[src/rtl/irq_coalesce_ctrl.sv]
module irq_coalesce_ctrl #(
  parameter int          UNIT_US  = 32,
  parameter logic [31:0] MASK_RST = 32'hAA00008B
) (
  input  logic        clk,
  input  logic        rst_n,
  input  logic        us_tick,
  input  logic [31:0] ev_main,
  input  logic [31:0] ev_dma,
  input  logic        reg_wr,
  input  logic        reg_rd,
  input  logic [1:0]  reg_addr,
  input  logic [3:0]  reg_strb,
  input  logic [31:0] reg_wdata,
  output logic [31:0] reg_rdata,
  output logic        irq
);
  localparam int PW = (UNIT_US > 1) ? $clog2(UNIT_US) : 1;

  logic [PW-1:0] pre_q;
  logic [7:0]  coal_q, per_q, per_cnt, tmr_q;
  logic [31:0] st_main, st_dma, mask_q;
  logic        tmr_on, irq_q;

  wire unit_tick = us_tick && (pre_q == PW'(UNIT_US - 1));
  wire [31:0] wmask = {{8{reg_strb[3]}}, {8{reg_strb[2]}}, {8{reg_strb[1]}}, {8{reg_strb[0]}}};
  wire sel_cfg  = reg_wr && reg_addr == 2'd0;
  wire sel_main = reg_wr && reg_addr == 2'd1;
  wire sel_en   = reg_wr && reg_addr == 2'd2;
  wire sel_dma  = reg_wr && reg_addr == 2'd3;

  wire per_fire = unit_tick && per_q != 8'd0 && (8'(per_cnt + 8'd1) == per_q);
  wire hp       = ev_dma[30] && mask_q[31];

  logic [31:0] fold;
  always_comb begin
    fold     = 32'd0;
    fold[31] = |ev_dma[17:16] | ev_dma[30];
    fold[29] = ev_dma[31];
    fold[28] = per_fire;
    fold[27] = |ev_dma[1:0];
  end

  wire [31:0] main_set = ev_main | fold;
  wire [31:0] main_clr = sel_main ? (reg_wdata & wmask) : 32'd0;
  wire [31:0] dma_clr  = sel_dma  ? (reg_wdata & wmask) : 32'd0;
  wire        pend     = |(st_main & mask_q);

  always_ff @(posedge clk) begin
    if (!rst_n) pre_q <= '0;
    else if (us_tick) pre_q <= unit_tick ? '0 : pre_q + 1'b1;
  end

  always_ff @(posedge clk) begin
    if (!rst_n) begin
      coal_q <= 8'd0;
      per_q  <= 8'd0;
      mask_q <= MASK_RST;
    end else begin
      if (sel_cfg && reg_strb[0]) coal_q <= reg_wdata[7:0];
      if (sel_cfg && reg_strb[1]) per_q  <= reg_wdata[15:8];
      if (sel_en) mask_q <= (mask_q & ~wmask) | (reg_wdata & wmask);
    end
  end

  always_ff @(posedge clk) begin
    if (!rst_n) begin
      st_main <= 32'd0;
      st_dma  <= 32'd0;
    end else begin
      st_main <= (st_main & ~main_clr) | main_set;
      st_dma  <= (st_dma & ~dma_clr) | ev_dma;
    end
  end

  always_ff @(posedge clk) begin
    if (!rst_n || per_q == 8'd0 || (sel_cfg && reg_strb[1])) per_cnt <= 8'd0;
    else if (unit_tick) per_cnt <= per_fire ? 8'd0 : per_cnt + 8'd1;
  end

  always_ff @(posedge clk) begin
    if (!rst_n) begin
      irq_q  <= 1'b0;
      tmr_on <= 1'b0;
      tmr_q  <= 8'd0;
    end else if (hp) begin
      irq_q  <= 1'b1;
      tmr_on <= 1'b0;
    end else if (irq_q) begin
      if (!pend) irq_q <= 1'b0;
    end else if (tmr_on) begin
      if (!pend) tmr_on <= 1'b0;
      else if (unit_tick && tmr_q <= 8'd1) begin
        irq_q  <= 1'b1;
        tmr_on <= 1'b0;
      end else if (unit_tick) tmr_q <= tmr_q - 8'd1;
    end else if (pend) begin
      if (coal_q == 8'd0) irq_q <= 1'b1;
      else begin
        tmr_on <= 1'b1;
        tmr_q  <= coal_q;
      end
    end
  end

  always_ff @(posedge clk) begin
    if (!rst_n) reg_rdata <= 32'd0;
    else if (reg_rd) begin
      case (reg_addr)
        2'd0:    reg_rdata <= {16'd0, per_q, coal_q};
        2'd1:    reg_rdata <= st_main;
        2'd2:    reg_rdata <= mask_q;
        default: reg_rdata <= st_dma;
      endcase
    end
  end

  assign irq = irq_q;

  assert_w1c_clears_R1: assert property (@(posedge clk) disable iff (!rst_n)
    (|(main_clr & ~main_set)) |=> ((st_main & $past(main_clr & ~main_set)) == 32'd0));
  assert_sticky_R1: assert property (@(posedge clk) disable iff (!rst_n)
    !sel_main |=> ((~st_main & $past(st_main)) == 32'd0));
  assert_set_wins_R2: assert property (@(posedge clk) disable iff (!rst_n)
    (|(main_clr & main_set)) |=> ((st_main & $past(main_clr & main_set)) == $past(main_clr & main_set)));
  assert_reset_state_R4: assert property (@(posedge clk)
    $rose(rst_n) |-> (mask_q == MASK_RST && st_main == 32'd0 && st_dma == 32'd0));
  assert_delay_held_R6: assert property (@(posedge clk) disable iff (!rst_n)
    ($rose(irq) && !$past(hp) && $past(coal_q) != 8'd0) |-> $past(tmr_on));
  assert_bypass_R7: assert property (@(posedge clk) disable iff (!rst_n)
    hp |=> irq);
  assert_periodic_sets_R8: assert property (@(posedge clk) disable iff (!rst_n)
    per_fire |=> st_main[28]);
  assert_irq_drops_R9: assert property (@(posedge clk) disable iff (!rst_n)
    (irq && !pend && !hp) |=> !irq);
endmodule

[config.mk]
export PLATFORM = sky130hd
export DESIGN_NAME = irq_coalesce_ctrl
export DESIGN_NICKNAME = d
export VERILOG_FILES = /design/src/rtl/irq_coalesce_ctrl.sv
export SDC_FILE = /design/constraint.sdc
export NUM_CORES = 1
export LEC_CHECK = 0
export ABC_AREA = 1
export BUFFER_PORTS_ARGS = -buffer_cell sky130_fd_sc_hd__buf_2
export CORE_ASPECT_RATIO = 0.7
export CORE_MARGIN = 2
export CORE_UTILIZATION = 30
export DETAILED_ROUTE_END_ITERATION = 10
export PLACE_DENSITY_LB_ADDON = 0.15
export RECOVER_POWER = 50
export SYNTH_ARGS = -nofsm -noshare
export SYNTH_HDL_FRONTEND = slang
export SYNTH_SLANG_ARGS = --single-unit
[constraint.sdc]
create_clock -name clk -period 4.62 [get_ports clk]
set_input_delay 0.231 -clock clk [delete_from_list [all_inputs] [get_ports clk]]
set_output_delay 0.231 -clock clk [all_outputs]
set_load 0.005 [all_outputs]
### Yosys cells after proc, flatten, opt, wreduce, memory -nomap -nowiden

Index checks and enable logic that the tools add are counted.

| operators by class | value |
|---|---|
| add/subtract/negate cells | 3 |
| multipliers | 0 |
| divide/modulo/power cells | 0 |
| $lt $le $gt $ge | 1 |
| eq/ne operators | 8 |
| shift operators | 0 |
| multiplexer cells | 24 |
| bitwise gates (word level) | 16 |
| reduce and logical (&&, ||, !) cells | 23 |

Operators by type and width:

| cell | number |
|---|---|
| 32-bit AND | 5 |
| 32-bit bitwise OR | 4 |
| 32-bit NOT | 3 |
| 32-bit case mux with 3 select lines | 1 |
| 32-bit two-way mux | 2 |
| 8-bit two-way mux | 7 |
| 32-bit OR reduction | 1 |
| 8-bit logical NOT | 2 |
| 1-bit two-way mux | 13 |
| 1-bit logical AND | 11 |
| 8-bit by 1-bit adder with 8-bit output, second input constant | 1 |
| 8-bit equality test | 1 |
| 8-bit by 1-bit less-or-equal comparator with 1-bit output, second input constant | 1 |
| 8-bit nonzero test | 1 |
| 8-bit by 1-bit subtractor with 8-bit output, second input constant | 1 |
| 6-bit AND reduction | 1 |
| 2-bit OR reduction | 3 |
| 5-bit by 1-bit adder with 5-bit output, second input constant | 1 |
| 5-bit equality test, second input constant | 1 |
| 5-bit two-way mux | 1 |
| 2-bit equality test, second input constant | 2 |
| 2-bit inequality test, second input constant | 2 |
| 1-bit NOT | 3 |
| 2-bit by 1-bit equality test with 1-bit output, second input constant | 1 |
| other kinds (5) | 6 |

| storage, ports and cells | value |
|---|---|
| bits in registers | 167 |
| latch bits | 0 |
| memory bits (writable) | 0 |
| memory bits (read-only) | 0 |
| input port bits | 107 |
| output and inout bits | 33 |
| logic and storage cells | 86 |
| memories | 0 |

### Depth between registers and ports, before layout

| depth | value |
|---|---|
| depth in word-level cells | 8 |
| depth in mapped cells | 13 |
| gate-level depth less buffers | 13 |

### Worst setup path before layout

OpenSTA, ideal clock, no wires.

| timing | value |
|---|---|
| path kind | register to register |
| start point | register pre_q[1] |
| end point | register tmr_q[3] |
| library setup time | 0.113 ns |
| arrival time | 1.630 ns |
| required time | 4.507 ns |
| setup slack | 2.877 ns |
| stages on the path, launching flop included | 14 |
| path buffers | 0 |
| period minus slack after synthesis | 1.743 ns |
| path through | dfxtp_1 > ha_1 > inv_1 > nor3_1 > ha_1 > nand2_4 > inv_1 > nand4_1 > o21ai_0 > nor2_4 > nand2_4 > nand2_1 > nand2_1 > nor2_1 |

| between the ends | value |
|---|---|
| word-level cells in the longest chain between the ends | 5 |
| elaborated cells on any way between the ends | 6 |
| classes of those cells | eq/ne (3); reduce/logical (3) |

Ends and longest elaborated chain:

| item | line | RTL |
|---|---|---|
| start, declared | 20 | `logic [PW-1:0] pre_q;` |
| start signal, assigned | 51 | `else if (us_tick) pre_q <= unit_tick ? '0 : pre_q + 1'b1;` |
| 5-bit equality test (*) | 25 | `wire unit_tick = us_tick && (pre_q == PW'(UNIT_US - 1));` |
| 1-bit logical AND (*) | 25 |  |
| 1-bit logical AND | 93 | `else if (unit_tick && tmr_q <= 8'd1) begin` |
| 2-bit inequality test (no source line) | - |  |
| 6-bit AND reduction (no source line) (*) | - |  |
| end signal, assigned | 96 | `end else if (unit_tick) tmr_q <= tmr_q - 8'd1;` |
| end signal, assigned | 101 | `tmr_q <= coal_q;` |
| end, declared | 21 | `logic [7:0] coal_q, per_q, per_cnt, tmr_q;` |

Every way passes the cells marked *; elsewhere a longest branch is shown, timed or not.
A chain may end at the register's enable or synchronous reset.

### Final worst setup path

| timing | value |
|---|---|
| start point | input rst_n |
| end point | register pre_q[0] |

RTL lines:

| item | line | RTL |
|---|---|---|
| start, declared | 6 | `input logic rst_n,` |

No word-level cell between the ends.

==> results.sh <==
export IMPL_status="complete, but fails checks"
export IMPL_violations="max-capacitance violations, max-slew violations"
export IMPL_synth_simple_area_share_pct=21.8
export IMPL_synth_top_family_by_area="compound AO/OA/AOI/OAI gates"
export IMPL_drive_above_1_share_pct=14.7
export IMPL_cts_root_buf="clkbuf_16"
export IMPL_max_clock_path_buffers=2
export IMPL_synthXorXnorAreaFrac_pct=0.233
export IMPL_grt_pass1_vias=7017
export IMPL_clk_latency_ns=0.44
export IMPL_synthDistinctLibCells=35
export IMPL_place_congestion=0.824
export IMPL_dieWidth_um=193
export IMPL_tritoncts="built"
export IMPL_pwr_share_comb_pct=11.8
export IMPL_grt_max_degree=65
export IMPL_maxCapViolCount=2
export IMPL_finalSetupViolations=0
export IMPL_place_ws_ns=2.22
export IMPL_regArea_um2=3340
export IMPL_critical_path_max_fanout=60
export IMPL_grt_total_usage_pct=18.6
export IMPL_synth_cells=1061
export IMPL_synthMuxAreaShare_pct=0
export IMPL_post_cts_buffers=0
export IMPL_rsz0062_at_grt="no"
export IMPL_pwr_share_clk_pct=41.4
export IMPL_ios=140
export IMPL_startpoint_type="input port"
export IMPL_synth_avg_cell_area_um2=7.10
export IMPL_fmax_mhz=320
export IMPL_first_pass_iters=6
export IMPL_stdcell_count=1512
export IMPL_area_delta_synth_final_pct=19.4
export IMPL_path_clk_slew_ns=0.07
export IMPL_fill_cells=2720
export IMPL_cts_made_buffers=17
export IMPL_worst_slew_pin_transition_ns=2.86
export IMPL_globalRouteOverflowTotal=0
export IMPL_timing_final_crit_share_pct=67.7
export IMPL_setup_tns_ns=0
export IMPL_fp_dieH_um=137
export IMPL_wl_um=24300
export IMPL_dp_cells=1480
export IMPL_cts_sinks=167
export IMPL_wl_per_cell_um=16.1
export IMPL_slew_violations=126
export IMPL_total_power_mw=3.36
export IMPL_dp_hpwl_um=17100
export IMPL_slew_headroom_pct=-90.9
export IMPL_hold_viol=0
export IMPL_p_seq_share_pct=46.8
export IMPL_die_area_um2=26400
export IMPL_multiInputGateArea_um2=3480
export IMPL_fin_util_pct=36.5
export IMPL_power_density_nw_per_um2=374
export IMPL_final_setup_worst_slack_ns=1.49
export IMPL_power_share_switching_pct=27.2
export IMPL_coreArea_um2=24700
export IMPL_worst_clock_skew_ns=0.0109
export IMPL_hold_class="in -> reg"
export IMPL_grt_pass1_wl_um=38300
export IMPL_ys_ff_latch=167
export IMPL_nets=1286
export IMPL_drcViolationCount=0
export IMPL_end_kind="flop"
export IMPL_synth_area_um2=7530
export IMPL_syn_num_nets=1173
export IMPL_ctsResizeCount=0
export IMPL_cp_arrival_ns=3.31
export IMPL_worstPathRequired_ns=4.81
export IMPL_rows=48
export IMPL_peakVddDrop_v=0.000311
export IMPL_p_leak_nw=3.79
export IMPL_cts_hold_buffers=0
export IMPL_synthAdderAreaFrac_pct=0.830
export IMPL_dr_first_iter_drc_count=469
export IMPL_worstSetupPathType="in -> reg"
export IMPL_postRouteAntennaNets=0
export IMPL_antenna_found_initial=0
export IMPL_synth_compound_area_share_pct=23.3
export IMPL_vias=7355
export IMPL_yosysWarnings=0
export IMPL_seq_area_frac_synth_pct=44.4
export IMPL_via_per_inst=4.86
export IMPL_numPortBuffers=139
export IMPL_htree_levels=4
export IMPL_start_util_pct=30.5
export IMPL_switching_power_mw=0.914
export IMPL_period_needed_ns=3.13
export IMPL_p_int_mw=2.45
export IMPL_antenna_cells=0
## cells by family after synthesis
kind of cell	after synthesis
flops	167
compound gates	321
fa+ha+maj	5
buf+inv	182
simple gates	384
xor+xnor	2
## per-stage QoR
| stage | hold slack [ns] | area (um2) |
|---|---|---|
| 2_1_floorplan | 0.365 | 7530 |
| 3_3_place_gp | 0.457 | 8470 |
| 3_5_place_dp | 0.456 | 8470 |
| 4_1_cts | 0.0139 | 9040 |
| 5_1_grt | 0.0190 | 9000 |
| 6_report | 0.0314 | 9000 |
## cell type report
| type | count | share of cell area, % |
|---|---|---|
| Clock inverter | 11 | 1.11 |
| Inverter | 130 | 5.42 |
| Multi-Input combinational cell | 712 | 38.7 |
| Timing Repair Buffer | 146 | 7.88 |
| Sequential cell | 167 | 37.2 |
| Clock buffer | 21 | 5.23 |
| Tap cell | 325 | 4.52 |
## metal layers
| layer | vias up | share of wire [%] | global-route usage (%) |
|---|---|---|---|
| li1 | 3771 | - | - |
| met1 | 3384 | 53 | 27.4 |
| met2 | 188 | 42 | 27.8 |
| met3 | 12 | 5.3 | 3.55 |
| met4 | 0 | 0.44 | 4.33 |
| met5 | - | 0 | 0 |
## worst max-delay path, cell delays in order
cell	delay [ns]
buf_2	0.30
inv_2	0.48
clkbuf_1	2.07
nor3_1	0.18
## power groups by stage
stage                     combinational, mW  clock, mW  sequential [mW]
after floorplan                       0.244          0             1.59
after global placement                0.399          0             1.60
after detailed placement              0.402          0             1.60
after CTS                             0.404       1.42             1.57
after global routing                  0.452       1.48             1.58
final                                 0.397       1.39             1.57
## cells in the final DEF, fill, tap and decap left out, drive strengths merged, types with 10 or more instances in the layout
cell type  count
nand2        257
dfxtp        167
a21oi        135
o21ai        133
inv          130
buf          119
nor2          53
nand3         48
clkbuf        48
a41oi         16
a31oi         11
nor3          10
nand4         10
## final timing paths
check / startpoint / endpoint / slack (ns) / depth (start not counted)
hold / removal: ev_dma[23] / st_dma[23] / 0.03 / 3
hold reg to reg: flop / flop / 0.47 / 2
setup / recovery: rst_n / pre_q[0] / 1.49 / 4
setup reg to reg: pre_q[1] / tmr_q[3] / 2.18 / 13
## Yosys cell counts
library cell / n / area (um2)
nand3_4: 1 / 17.5
nand3_1: 46 / 230
nor2_1: 45 / 169
nand2_2: 5 / 31.3
a21oi_1: 134 / 671
a221oi_1: 7 / 61.3
xor2_1: 2 / 17.5
a21o_1: 1 / 7.51
nand3b_1: 3 / 22.5
nand3_2: 1 / 10.0
buf_2: 13 / 65.1
inv_2: 2 / 7.51
o21bai_1: 1 / 7.51
clkbuf_1: 34 / 128
a41oi_1: 16 / 140
nor3_1: 10 / 50.1
buf_1: 4 / 15.0
nand2_4: 3 / 33.8
or2_1: 1 / 6.26
buf_6: 1 / 11.3
o211ai_1: 9 / 67.6
or2_2: 1 / 6.26
ha_1: 5 / 62.6
o22ai_1: 4 / 25.0
nand2_1: 249 / 935
nor4_1: 1 / 6.26
dfxtp_1: 167 / 3340
o21ai_0: 133 / 666
inv_1: 128 / 480
nor2_2: 5 / 31.3
a21oi_2: 1 / 8.76
o221ai_1: 4 / 35.0
a31oi_1: 11 / 68.8
nor2_4: 3 / 33.8
nand4_1: 10 / 62.6
(Power assumes the default switching activity.)
